===== config.mk =====
export PLATFORM = sky130hd
export DESIGN_NAME = bus_handover_arbiter
export DESIGN_NICKNAME = d
export VERILOG_FILES = /design/src/rtl/bus_handover_arbiter_pkg.sv /design/src/rtl/arb_release_eval.sv /design/src/rtl/arb_owner_fsm.sv /design/src/rtl/bus_handover_arbiter.sv
export SDC_FILE = /design/constraint.sdc
export NUM_CORES = 1
export LEC_CHECK = 0
export CAP_MARGIN = 10
export CORE_MARGIN = 4
export CORE_UTILIZATION = 25
export DETAILED_ROUTE_END_ITERATION = 8
export DONT_BUFFER_PORTS = 1
export PLACE_DENSITY = 0.38
export SYNTH_ARGS = -nofsm -noshare
export SYNTH_HDL_FRONTEND = slang
export SYNTH_HIERARCHICAL = 1
export SYNTH_SLANG_ARGS = --single-unit

===== constraint.sdc =====
create_clock -name clk -period 1.6 [get_ports clk]
set_clock_uncertainty 0.05 [all_clocks]
set_input_delay 0.08 -clock clk [delete_from_list [all_inputs] [get_ports clk]]
set_output_delay 0.08 -clock clk [all_outputs]
set_load 0.1 [all_outputs]

===== src/rtl/bus_handover_arbiter_pkg.sv =====
package bus_handover_arbiter_pkg;

    typedef enum logic [1:0] {
        ST_CPU = 2'd0,
        ST_DTC = 2'd1,
        ST_EXT = 2'd2,
        ST_GAP = 2'd3
    } arb_state_t;

endpackage


===== src/rtl/arb_release_eval.sv =====
module arb_release_eval
    import bus_handover_arbiter_pkg::*;
(
    input  arb_state_t state,
    input  logic       mrst,
    input  logic       cyc_busy,
    input  logic       cpu_lock,
    input  logic       cpu_sleep,
    input  logic       dtc_req,
    input  logic       dtc_phase_end,
    input  logic       ext_req,
    output logic       go,
    output arb_state_t tgt
);

    logic cpu_at_break;
    logic any_req;

    assign cpu_at_break = cpu_sleep | (~cyc_busy & ~cpu_lock);
    assign any_req      = dtc_req | ext_req;

    always_comb begin
        go  = 1'b0;
        tgt = ST_CPU;
        unique case (state)
            ST_CPU: begin
                go  = ~mrst & any_req & cpu_at_break;
                tgt = ext_req ? ST_EXT : ST_DTC;
            end
            ST_DTC: begin
                go  = ~mrst & dtc_phase_end & (ext_req | ~dtc_req);
                tgt = ext_req ? ST_EXT : ST_CPU;
            end
            ST_EXT: begin
                go  = ~mrst & ~ext_req;
                tgt = dtc_req ? ST_DTC : ST_CPU;
            end
            ST_GAP: begin
                go  = 1'b0;
                tgt = ST_CPU;
            end
        endcase
    end

endmodule


===== src/rtl/arb_owner_fsm.sv =====
module arb_owner_fsm
    import bus_handover_arbiter_pkg::*;
#(
    parameter int GAP_CLKS = 1
) (
    input  logic       clk,
    input  logic       por_n,
    input  logic       go,
    input  arb_state_t tgt,
    output arb_state_t state,
    output logic       cpu_gnt,
    output logic       dtc_gnt,
    output logic       ext_ack
);

    localparam int GW = (GAP_CLKS > 1) ? $clog2(GAP_CLKS) : 1;
    localparam logic [GW-1:0] GAP_LAST = GW'(GAP_CLKS - 1);

    arb_state_t    state_q, state_nxt;
    arb_state_t    tgt_q, tgt_nxt;
    logic [GW-1:0] gcnt_q, gcnt_nxt;

    assign state = state_q;

    always_comb begin
        state_nxt = state_q;
        tgt_nxt   = tgt_q;
        gcnt_nxt  = gcnt_q;
        unique case (state_q)
            ST_CPU, ST_DTC, ST_EXT: begin
                if (go) begin
                    state_nxt = ST_GAP;
                    tgt_nxt   = tgt;
                    gcnt_nxt  = '0;
                end
            end
            ST_GAP: begin
                if (gcnt_q == GAP_LAST) begin
                    state_nxt = tgt_q;
                end else begin
                    gcnt_nxt = gcnt_q + 1'b1;
                end
            end
        endcase
    end

    // state register
    always_ff @(posedge clk or negedge por_n) begin
        if (!por_n) begin
            state_q <= ST_CPU;
            tgt_q   <= ST_CPU;
            gcnt_q  <= '0;
        end else begin
            state_q <= state_nxt;
            tgt_q   <= tgt_nxt;
            gcnt_q  <= gcnt_nxt;
        end
    end

    // registered grant outputs
    always_ff @(posedge clk or negedge por_n) begin
        if (!por_n) begin
            cpu_gnt <= 1'b1;
            dtc_gnt <= 1'b0;
            ext_ack <= 1'b0;
        end else begin
            cpu_gnt <= (state_nxt == ST_CPU);
            dtc_gnt <= (state_nxt == ST_DTC);
            ext_ack <= (state_nxt == ST_EXT);
        end
    end

endmodule


===== src/rtl/bus_handover_arbiter.sv =====
module bus_handover_arbiter
    import bus_handover_arbiter_pkg::*;
#(
    parameter int GAP_CLKS = 1
) (
    input  logic clk,
    input  logic por_n,
    input  logic mrst,
    input  logic cyc_busy,
    input  logic cpu_lock,
    input  logic cpu_sleep,
    input  logic dtc_req,
    input  logic dtc_phase_end,
    input  logic ext_req,
    input  logic wait_in,
    output logic cpu_gnt,
    output logic dtc_gnt,
    output logic ext_ack,
    output logic wait_out
);

    arb_state_t state;
    arb_state_t tgt;
    logic       go;

    arb_release_eval u_eval (
        .state         (state),
        .mrst          (mrst),
        .cyc_busy      (cyc_busy),
        .cpu_lock      (cpu_lock),
        .cpu_sleep     (cpu_sleep),
        .dtc_req       (dtc_req),
        .dtc_phase_end (dtc_phase_end),
        .ext_req       (ext_req),
        .go            (go),
        .tgt           (tgt)
    );

    arb_owner_fsm #(.GAP_CLKS(GAP_CLKS)) u_fsm (
        .clk     (clk),
        .por_n   (por_n),
        .go      (go),
        .tgt     (tgt),
        .state   (state),
        .cpu_gnt (cpu_gnt),
        .dtc_gnt (dtc_gnt),
        .ext_ack (ext_ack)
    );

    // wait is disregarded while a manual reset drains the current cycle
    assign wait_out = wait_in & ~mrst;

    AST_ONE_GRANT: assert property (@(posedge clk) disable iff (!por_n)
        $onehot0({cpu_gnt, dtc_gnt, ext_ack}));
    AST_IDLE_AFTER_DROP: assert property (@(posedge clk) disable iff (!por_n)
        ($fell(cpu_gnt) || $fell(dtc_gnt) || $fell(ext_ack))
        |-> !(cpu_gnt || dtc_gnt || ext_ack));
    AST_CPU_BUSY_HOLD: assert property (@(posedge clk) disable iff (!por_n)
        (cpu_gnt && cyc_busy && !cpu_sleep) |=> cpu_gnt);
    AST_CPU_LOCK_HOLD: assert property (@(posedge clk) disable iff (!por_n)
        (cpu_gnt && cpu_lock && !cpu_sleep) |=> cpu_gnt);
    AST_SLEEP_RELEASE: assert property (@(posedge clk) disable iff (!por_n)
        (cpu_gnt && cpu_sleep && !mrst && (dtc_req || ext_req)) |=> !cpu_gnt);
    AST_DTC_PHASE_HOLD: assert property (@(posedge clk) disable iff (!por_n)
        (dtc_gnt && !dtc_phase_end) |=> dtc_gnt);
    AST_EXT_ACK_HOLD: assert property (@(posedge clk) disable iff (!por_n)
        (ext_ack && ext_req) |=> ext_ack);
    AST_MRST_FREEZE: assert property (@(posedge clk) disable iff (!por_n)
        (mrst && (cpu_gnt || dtc_gnt || ext_ack))
        |=> $stable({cpu_gnt, dtc_gnt, ext_ack}));

endmodule


After elaboration in Yosys (flattened, before gate mapping)
Cells that the tools add are included.
{"block": "word_totals", "regBits": 8, "latch_bits": 0, "ramBits": 0, "rom_bits": 0, "in_bits": 10, "output_inout_bits": 4, "word_cells": 43, "mem_count": 0}
{"block": "classes", "addsub": 1, "multipliers": 0, "div": 0, "magnitude_cmp": 0, "eq_ne": 6, "shift": 0, "n_mux": 11, "n_bitwise": 15, "n_reduce_logical": 4}
{"operator": "$mux 2", "count": 4}
{"operator": "$pmux 2 s4", "count": 1}
{"operator": "$and 1x1->1", "count": 7}
{"operator": "$eq 2x2->1 const B", "count": 3}
{"operator": "$not 1->1", "count": 5}
{"operator": "$eq 2x1->1 const B", "count": 2}
{"operator": "$logic_not 2->1", "count": 2}
{"operator": "$pmux 1 s4", "count": 1}
{"operator": "$pmux 2 s2", "count": 1}
{"operator": "$mux 1", "count": 3}
{"operator": "$or 1x1->1", "count": 3}
{"operator": "$reduce_or 3->1", "count": 1}
{"operator": "$ne 2x2->1 const B", "count": 1}
{"operator": "$pmux 1 s2", "count": 1}
{"operator": "$reduce_and 2->1", "count": 1}
{"operator": "$add 1x1->1 const B", "count": 1}

Logic depth before layout (Yosys ltp)
Gate-level depths: netlist of run 1.
{"block": "logic_depth", "ltp_word": 8, "depth_mapped": 5}

By module
Netlist of run 1, hierarchy kept.
{"module": "arb_owner_fsm", "instances": 1, "cells_per_inst": 22, "area_per_inst_um2": 287.8}
{"module": "arb_release_eval", "instances": 1, "cells_per_inst": 11, "area_per_inst_um2": 62.6}
{"module": "bus_handover_arbiter", "instances": 1, "cells_per_inst": 1, "area_per_inst_um2": 13.8}

Least setup slack after synthesis of run 1
No wires, ideal clock.
{"block": "synth_path", "path_type": "reg-to-reg", "startpoint": "reg u_fsm.state_q[1], in the netlist u_fsm/state[1]", "endpoint": "reg u_fsm.tgt_q[0]", "t_arrival_ns": 1.495, "setup_slack_ns": -0.073, "path_stages_with_launch": 6, "n_path_buf": 0, "synth_period_minus_slack_ns": 1.673, "cell_sequence": "dfrtp_1 > nor2_1 > o221ai_1 > a31oi_1 > a21boi_2 > mux2_1"}
{"block": "synth_via", "elab_chain_len": 3, "elab_cells_between_ends": 8}
{"element": "start, declared", "line_no": "arb_owner_fsm.sv:19", "text": "arb_state_t state_q, state_nxt;"}
{"element": "start signal, assigned", "line_no": "arb_owner_fsm.sv:54", "text": "state_q <= state_nxt;"}
{"element": "$eq 2x2->1, or another cell as far along", "line_no": "arb_release_eval.sv:25", "text": "unique case (state)"}
{"element": "$pmux 1 s4 (*)", "line_no": "arb_release_eval.sv:25"}
{"element": "via go", "line_no": "bus_handover_arbiter.sv:24", "text": "logic go;"}
{"element": "$reduce_and 2->1 (no line) (*)"}
{"element": "end signal, assigned", "line_no": "arb_owner_fsm.sv:55", "text": "tgt_q <= tgt_nxt;"}
{"element": "end, declared", "line_no": "arb_owner_fsm.sv:20", "text": "arb_state_t tgt_q, tgt_nxt;"}
Mark *: on every way through the listed nets, which the timed path passes. The rest lies on a longest branch.
A chain may end at the register's enable or synchronous reset.

Worst setup path in the final report of run 1
{"block": "layout_path", "startpoint": "reg u_fsm.state_q[1], in the netlist u_fsm/state[1]", "endpoint": "reg u_fsm.tgt_q[1]"}
Same word-level chain as after synthesis.

==> metrics.txt, run 1 <==
# TYPE chip_impl_metric gauge
chip_impl_info{name="yosys_most_used_dff",value="dfrtp_1"} 1
chip_impl_metric{name="ant_nets",unit=""} 0
chip_impl_metric{name="remaining_drc_errors",unit=""} 0
chip_impl_metric{name="drt-total-wl",unit="um"} 748
chip_impl_metric{name="power_density_over_the_cells",unit="mW/mm^2"} 2360
chip_impl_metric{name="row_count",unit=""} 13
chip_impl_metric{name="critPathMaxFanout",unit=""} 4
chip_impl_metric{name="finalHoldViolations",unit=""} 0
chip_impl_metric{name="final-seq-area",unit="um^2"} 178
chip_impl_metric{name="place.detailed.instances",unit=""} 54
chip_impl_metric{name="drt_pre_antenna_iters",unit=""} 4
chip_impl_info{name="startpoint_type",value="flip-flop"} 1
chip_impl_info{name="synth.area.top_cells",value="dfrtp_1, dfstp_2, mux2_1, a31oi_1, nor2_1"} 1
chip_impl_metric{name="maxCapViolations",unit=""} 0
chip_impl_metric{name="timing.final.setup_violations",unit=""} 0
chip_impl_metric{name="diodes",unit=""} 0
chip_impl_info{name="synth.cells.most_frequent",value="dfrtp_1, nor2_1, a31oi_1"} 1
chip_impl_info{name="cts_root_buf",value="clkbuf_4"} 1
chip_impl_metric{name="grt_max_degree",unit=""} 11
chip_impl_metric{name="core-area",unit="mm^2"} 0.00133
chip_impl_info{name="worstSetupEndpointType",value="flip-flop"} 1
chip_impl_info{name="setup.worst_path.class",value="reg2reg"} 1
chip_impl_metric{name="final-max-slew-violation-count",unit=""} 0
chip_impl_info{name="yosysTopAreaCell",value="dfrtp_1"} 1
chip_impl_metric{name="first_drt_iteration_drcs",unit=""} 1
chip_impl_info{name="cts_tree",value="done"} 1
chip_impl_metric{name="ir_drop_worst_vdd",unit="V"} 0.000773
chip_impl_metric{name="finalWorstSetupSlack",unit="ns"} 0.0317
chip_impl_metric{name="multi_input_comb_area",unit="um^2"} 215
chip_impl_metric{name="die_height",unit="um"} 46.2
chip_impl_metric{name="cts_h_tree_depth",unit=""} 1
chip_impl_metric{name="yosysUniqueCellTypes",unit=""} 18
chip_impl_metric{name="number_of_buffers_created_by_cts",unit=""} 3
chip_impl_metric{name="postSynthRegisterBits",unit=""} 7
chip_impl_metric{name="synth_top_area_frac",unit=""} 0.412
chip_impl_metric{name="timing.fmax",unit="MHz"} 638
chip_impl_metric{name="layout.filler_cells",unit=""} 141
chip_impl_metric{name="yosys_warnings",unit=""} 6
chip_impl_metric{name="dieArea",unit="mm^2"} 0.00213
chip_impl_metric{name="worstPathArrival",unit="ns"} 1.65
chip_impl_metric{name="area_growth",unit="%"} 35.4
chip_impl_metric{name="clk_latency",unit="ns"} 0.25
chip_impl_metric{name="synth.cell_area",unit="um^2"} 364
chip_impl_metric{name="switchingPower",unit="W"} 0.000554
chip_impl_metric{name="boundaryPins",unit=""} 14
chip_impl_metric{name="synth_edf_count",unit=""} 0
chip_impl_metric{name="final_nets",unit=""} 55
chip_impl_metric{name="clkTransAtPathRegs",unit="ns"} 0.05
chip_impl_metric{name="die_w",unit="um"} 46.2
chip_impl_metric{name="grt_antenna_before_repair",unit=""} 0
chip_impl_metric{name="cts_sinks",unit=""} 7
chip_impl_metric{name="yosysSeqAreaShare",unit=""} 0.485
chip_impl_metric{name="power.clock.fraction",unit=""} 0.132
chip_impl_metric{name="final_period_minus_worst_setup_slack",unit="ns"} 1.57
chip_impl_metric{name="synth_fp_nets",unit=""} 44
chip_impl_metric{name="post_synth_inst_count",unit=""} 34
chip_impl_metric{name="first_global_vias",unit=""} 282
chip_impl_metric{name="postCtsSetupRepairBufs",unit=""} 0
chip_impl_metric{name="detail_routed_net_length_per_standard_cell",unit="um"} 12.7
chip_impl_metric{name="post_dr_vias_cell",unit=""} 4.88
chip_impl_metric{name="buffer_ports.inserted",unit=""} 0
chip_impl_metric{name="routed-via-count",unit=""} 288
chip_impl_info{name="min_path_type",value="in2async"} 1
chip_impl_metric{name="fin_util",unit=""} 0.370
chip_impl_metric{name="global_route_wire_length_before_repair",unit="mm"} 1.22
chip_impl_metric{name="dp_hpwl",unit="um"} 605
chip_impl_metric{name="floorplan.initialDensity",unit=""} 0.273
chip_impl_metric{name="worst_margin_slew",unit="ns"} 0.606
chip_impl_metric{name="min_period_over_period",unit=""} 0.980
chip_impl_metric{name="asyncSetResetFlopFracSynth",unit=""} 1.00
chip_impl_info{name="setup_repair_after_global_routing_missed_its_margin",value="yes"} 1
chip_impl_metric{name="dp_slack",unit="ns"} 0.0621
chip_impl_info{name="synthMostInstantiatedCell",value="dfrtp_1"} 1
chip_impl_metric{name="max_slew_margin",unit=""} 0.595
chip_impl_metric{name="syn_area_per_cell",unit="um^2"} 10.7
chip_impl_metric{name="setup_tns",unit="ns"} 0
chip_impl_metric{name="layout-drive-gt1-share",unit=""} 0.432
chip_impl_metric{name="grt.overflow.total",unit=""} 0
chip_impl_metric{name="required",unit="ns"} 1.68
chip_impl_metric{name="static-leakage-power",unit="nW"} 0.214
chip_impl_metric{name="fin_cells",unit=""} 59
chip_impl_metric{name="clock_path_buffers",unit=""} 2
chip_impl_metric{name="power.switching_fraction",unit=""} 0.477
chip_impl_metric{name="place.gp.congestion",unit=""} 0.668
chip_impl_info{name="status",value="complete, no violations"} 1
chip_impl_metric{name="total_power",unit="W"} 0.00116
chip_impl_metric{name="p_seq_frac",unit=""} 0.369
chip_impl_metric{name="groute.usage.overall",unit=""} 0.0875
chip_impl_metric{name="comb_power_share",unit=""} 0.499
chip_impl_metric{name="p_int",unit="W"} 0.000608
==> placed cells by master (no fill, tap or decap) <==
master / synthesis / layout
buf_4: 0 / 5
dfrtp_1: 6 / 5
nor2_1: 5 / 4
clkbuf_4: 0 / 3
nor2b_1: 2 / 2
nor3_1: 2 / 2
inv_1: 2 / 2
a31oi_1: 3 / 2
o21a_1: 2 / 2
mux2_4: 0 / 2
nor2b_4: 1 / 1
clkbuf_1: 0 / 1
nand2b_1: 1 / 1
nand4b_1: 1 / 1
nand2_1: 1 / 1
nor2_4: 0 / 1
o221ai_2: 0 / 1
a31oi_2: 0 / 1
and3b_1: 1 / 1
and3b_2: 1 / 1
a41o_2: 1 / 1
a21boi_4: 0 / 1
dfstp_2: 1 / 1
dlygate4sd3_1: 0 / 1
dfrtp_2: 0 / 1
==> kinds of logic after synthesis <==
logic type,Yosys count,synth area share
AO/OA/AOI/OAI,8,0.179
multiplexers,2,0.0619
flip-flops,7,0.485
AND/OR/NAND/NOR,15,0.254
buffers and inverters,2,0.0206
==> critical path, stage by stage (launching register included) <==
cell and delay [ns]:
dfrtp_2 0.43, nand4b_1 0.19, a31oi_2 0.24, a21boi_4 0.23, mux2_4 0.31
==> per-stage QoR <==
step | hold WS, ns | instance area (um^2)
floorplan | -0.266 | 372
global placement | -0.265 | 428
detailed placement | -0.265 | 428
CTS | 0.110 | 464
finish | 0.113 | 493
global route | 0.133 | 493
==> power by group through the flow <==
stage / clock network (W) / logic, W / registers (W)
after floorplan: 0 / 0.000214 / 0.000579
after global placement: 0 / 0.000521 / 0.000419
after detailed placement: 0 / 0.000520 / 0.000417
after CTS: 0.000162 / 0.000528 / 0.000414
after global routing: 0.000174 / 0.000614 / 0.000445
final: 0.000154 / 0.000580 / 0.000429
==> registers in the layout (all words and copies together) (netlist names) <==
name           count
u_fsm/tgt_q        2
u_fsm/ext_ack      1
u_fsm/state        2
u_fsm/cpu_gnt      1
u_fsm/dtc_gnt      1
==> final cells by class <==
| cell class | count | share of cell area |
|---|---|---|
| Clock buffer | 4 | 0.0533 |
| Inverter | 2 | 0.0152 |
| Multi-Input combinational cell | 25 | 0.437 |
| Sequential cell | 7 | 0.360 |
| Tap cell | 15 | 0.0381 |
| Timing Repair Buffer | 6 | 0.0964 |
==> timing repair <==
action	in CTS	in global routing
resized for setup	0	6
endpoints found under the hold margin	7	0
setup endpoints to repair	0	2
hold buffers	1	0
==> per-layer routing <==
| layer | wire, um | part of all wire | GRT usage | vias up |
|---|---|---|---|---|
| li1 | - | - | - | 143 |
| met1 | 297 | 0.40 | 0.0892 | 134 |
| met2 | 367 | 0.49 | 0.129 | 11 |
| met3 | 84 | 0.11 | 0.0742 | 0 |
| met4 | 0 | 0 | 0.0341 | 0 |
| met5 | 0 | 0 | 0 | - |
==> final timing paths <==
path | start | to | slack, ns | cells after the start
worst max-delay path | u_fsm/state[1]$_DFF_PN0_ | u_fsm/tgt_q[1]$_DFFE_PN0P_ | 0.03 | 4
min in group clk | ext_req | u_fsm/tgt_q[1]$_DFFE_PN0P_ | 0.14 | 2
worst min-delay path | por_n | u_fsm/tgt_q[0]$_DFFE_PN0P_ | 0.11 | 1
max in group asynchronous | por_n | u_fsm/cpu_gnt$_DFF_PN1_ | 1.10 | 1
worst min register to register | u_fsm/tgt_q[1]$_DFFE_PN0P_ | u_fsm/tgt_q[1]$_DFFE_PN0P_ | 0.51 | 1
worst max register to register | u_fsm/state[1]$_DFF_PN0_ | u_fsm/tgt_q[1]$_DFFE_PN0P_ | 0.03 | 4
Power figures use the tool's default switching activity.
==> inputs of run 2 (changes only) <==
--- a/config.mk
+++ b/config.mk
@@ -10,7 +10,8 @@
 export CORE_UTILIZATION = 25
 export DETAILED_ROUTE_END_ITERATION = 8
 export DONT_BUFFER_PORTS = 1
-export PLACE_DENSITY = 0.38
+export PLACE_DENSITY = 0.49
+export RECOVER_POWER = 100
 export SYNTH_ARGS = -nofsm -noshare
 export SYNTH_HDL_FRONTEND = slang
 export SYNTH_HIERARCHICAL = 1
==> run 2 against run 1 <==
Critical path depth is the same. Largest power group unchanged. Routed wire length grew 5.2%. Clock power is essentially flat. Sequential power shrank 2%. Flip-flop and latch count is the same. First-iteration DRC count grew to 7.0 times the previous value. Via count grew 3.8%. Global-route usage shrank 0.49 points. Highest routed layer unchanged. Register-to-register slack is essentially flat. Sequential share of layout area grew 1.0 points.
==> metrics.txt, run 2 (synthesis results as in run 1) <==
# TYPE chip_impl_metric gauge
chip_impl_metric{name="global_route_wire_length_before_repair",unit="mm"} 1.23
chip_impl_metric{name="grt_antenna_before_repair",unit=""} 0
chip_impl_metric{name="boundaryPins",unit=""} 14
chip_impl_metric{name="finalHoldViolations",unit=""} 0
chip_impl_metric{name="detail_routed_net_length_per_standard_cell",unit="um"} 12.9
chip_impl_metric{name="post_dr_vias_cell",unit=""} 4.90
chip_impl_metric{name="dieArea",unit="mm^2"} 0.00213
chip_impl_info{name="final_cell_mix",value="buf_4, dfrtp_1, nor2_1"} 1
chip_impl_metric{name="dp_hpwl",unit="um"} 600
chip_impl_metric{name="groute.usage.overall",unit=""} 0.0826
chip_impl_info{name="worstHoldStart",value="ext_req"} 1
chip_impl_metric{name="number_of_buffers_created_by_cts",unit=""} 3
chip_impl_metric{name="layout.filler_cells",unit=""} 142
chip_impl_info{name="status",value="complete, no violations"} 1
chip_impl_info{name="worstSetupEndpointType",value="flip-flop"} 1
chip_impl_metric{name="total_power",unit="W"} 0.00114
chip_impl_metric{name="min_period_over_period",unit=""} 0.984
chip_impl_metric{name="grt.overflow.total",unit=""} 0
chip_impl_metric{name="clk_latency",unit="ns"} 0.25
chip_impl_metric{name="area_growth",unit="%"} 31.6
chip_impl_metric{name="timing.fmax",unit="MHz"} 635
chip_impl_metric{name="post-route-cell-area",unit="um^2"} 479
chip_impl_metric{name="clkTransAtPathRegs",unit="ns"} 0.05
chip_impl_info{name="timing.rr.start",value="u_fsm/state[1]$_DFF_PN0_"} 1
chip_impl_metric{name="diodes",unit=""} 0
chip_impl_metric{name="floorplan.initialDensity",unit=""} 0.273
chip_impl_metric{name="ir_drop_worst_vdd",unit="V"} 0.000805
chip_impl_info{name="critical_path.reg2reg.endpoint",value="u_fsm/tgt_q[1]$_DFFE_PN0P_"} 1
chip_impl_metric{name="first_global_vias",unit=""} 284
chip_impl_metric{name="die_height",unit="um"} 46.2
chip_impl_metric{name="core-area",unit="mm^2"} 0.00133
chip_impl_metric{name="place.gp.congestion",unit=""} 0.661
chip_impl_metric{name="cts_h_tree_depth",unit=""} 1
chip_impl_metric{name="ant_nets",unit=""} 0
chip_impl_info{name="hold_end",value="u_fsm/tgt_q[1]$_DFFE_PN0P_"} 1
chip_impl_metric{name="maxCapViolations",unit=""} 0
chip_impl_metric{name="worst_r2r_path_depth",unit=""} 4
chip_impl_metric{name="buffer_ports.inserted",unit=""} 0
chip_impl_info{name="setup_repair_after_global_routing_missed_its_margin",value="yes"} 1
chip_impl_info{name="min_path_type",value="in2reg"} 1
chip_impl_metric{name="setup_tns",unit="ns"} 0
chip_impl_metric{name="drt_pre_antenna_iters",unit=""} 4
chip_impl_metric{name="first_drt_iteration_drcs",unit=""} 7
chip_impl_info{name="setup.worst_path.class",value="reg2reg"} 1
chip_impl_metric{name="required",unit="ns"} 1.68
chip_impl_metric{name="final-max-slew-violation-count",unit=""} 0
chip_impl_metric{name="rrSetupSlack",unit="ns"} 0.03
chip_impl_info{name="startpoint_type",value="flip-flop"} 1
chip_impl_metric{name="worst_hold_slack",unit="ns"} 0.104
chip_impl_metric{name="timing.final.setup_violations",unit=""} 0
chip_impl_metric{name="static-leakage-power",unit="nW"} 0.213
chip_impl_metric{name="power_density_over_the_cells",unit="mW/mm^2"} 2380
chip_impl_metric{name="clock_path_buffers",unit=""} 2
chip_impl_metric{name="worst_margin_slew",unit="ns"} 1.05
chip_impl_metric{name="fin_cells",unit=""} 61
chip_impl_metric{name="layout-drive-gt1-share",unit=""} 0.391
chip_impl_metric{name="worstHoldPathCells",unit=""} 2
chip_impl_metric{name="max_slew_margin",unit=""} 0.294
chip_impl_metric{name="critPathMaxFanout",unit=""} 4
chip_impl_metric{name="grt_max_degree",unit=""} 10
chip_impl_metric{name="worstPathArrival",unit="ns"} 1.65
chip_impl_metric{name="row_count",unit=""} 13
chip_impl_metric{name="final_period_minus_worst_setup_slack",unit="ns"} 1.57
chip_impl_metric{name="place.detailed.instances",unit=""} 54
chip_impl_metric{name="die_w",unit="um"} 46.2
chip_impl_metric{name="cts_sinks",unit=""} 7
chip_impl_metric{name="remaining_drc_errors",unit=""} 0
chip_impl_metric{name="final_nets",unit=""} 57
chip_impl_metric{name="drt-total-wl",unit="um"} 787
chip_impl_metric{name="routed-via-count",unit=""} 299
chip_impl_info{name="cts_root_buf",value="clkbuf_4"} 1
chip_impl_info{name="cts_tree",value="done"} 1
chip_impl_metric{name="cell_area_reported_after_detailed_placement",unit="um^2"} 428
run 2: changes by cell type in the layout (fill, tap and decap cells not counted), sizes merged:
cell and delta:
clkbuf +2
run 2: area by class of cell:
type | count | area, um^2 | share of cell area
inverters | 2 | 7.51 | 0.0157
flip-flops and latches | 7 | 178 | 0.371
well taps | 15 | 18.8 | 0.0392
repair buffers | 8 | 57.6 | 0.120
clock buffers | 4 | 26.3 | 0.0548
multi-input cells | 25 | 191 | 0.399
run 2: power breakdown:
part	internal [W]	leakage [nW]	total, W	switching, W
combinational	0.000222	0.114	0.000567	0.000345
clock	0.0000949	0.0150	0.000155	0.0000605
sequential	0.000272	0.0847	0.000420	0.000148
run 2: what timing repair did:
item | in CTS | in global routing
endpoints found under the hold margin | 7 | 0
resized for setup | 0 | 2
setup endpoints to repair | 0 | 2
hold buffers | 1 | 0
setup buffers | 0 | 2
run 2: worst max-delay path by stage:
stage                             startpoint                    endpoint  slack, ns  depth (start not counted)
floorplan           u_fsm/state[1]$_DFF_PN0_  u_fsm/tgt_q[0]$_DFFE_PN0P_     0.0001                          4
global placement    u_fsm/state[1]$_DFF_PN0_  u_fsm/tgt_q[0]$_DFFE_PN0P_       0.05                          4
detailed placement  u_fsm/state[1]$_DFF_PN0_  u_fsm/tgt_q[1]$_DFFE_PN0P_       0.02                          4
CTS                 u_fsm/state[1]$_DFF_PN0_  u_fsm/tgt_q[1]$_DFFE_PN0P_      0.005                          4
global route        u_fsm/state[1]$_DFF_PN0_  u_fsm/tgt_q[1]$_DFFE_PN0P_      -0.06                          4
finish              u_fsm/state[1]$_DFF_PN0_  u_fsm/tgt_q[1]$_DFFE_PN0P_       0.03                          4
run 2: worst max-delay path, cell delays in order, from the launching register on:
cell and delay [ns]:
dfrtp_2 0.43, nand4b_1 0.20, a31oi_2 0.23, a21boi_4 0.22
mux2_1 0.33
run 2: metrics by stage:
step	setup WS, ns	util
final	0.0250	0.359
after global routing	-0.0638	0.359
after CTS	0.00516	0.348
after detailed placement	0.0169	0.321
after global placement	0.0483	0.321
after floorplan	0.0000988	-
run 2: routing by layer:
| metal | up-vias | wire, um | GRT usage |
|---|---|---|---|
| met5 | - | 0 | 0 |
| met4 | 0 | 0 | 0 |
| met3 | 0 | 77 | 0.0742 |
| met2 | 11 | 374 | 0.115 |
| met1 | 140 | 335 | 0.100 |
| li1 | 148 | - | - |
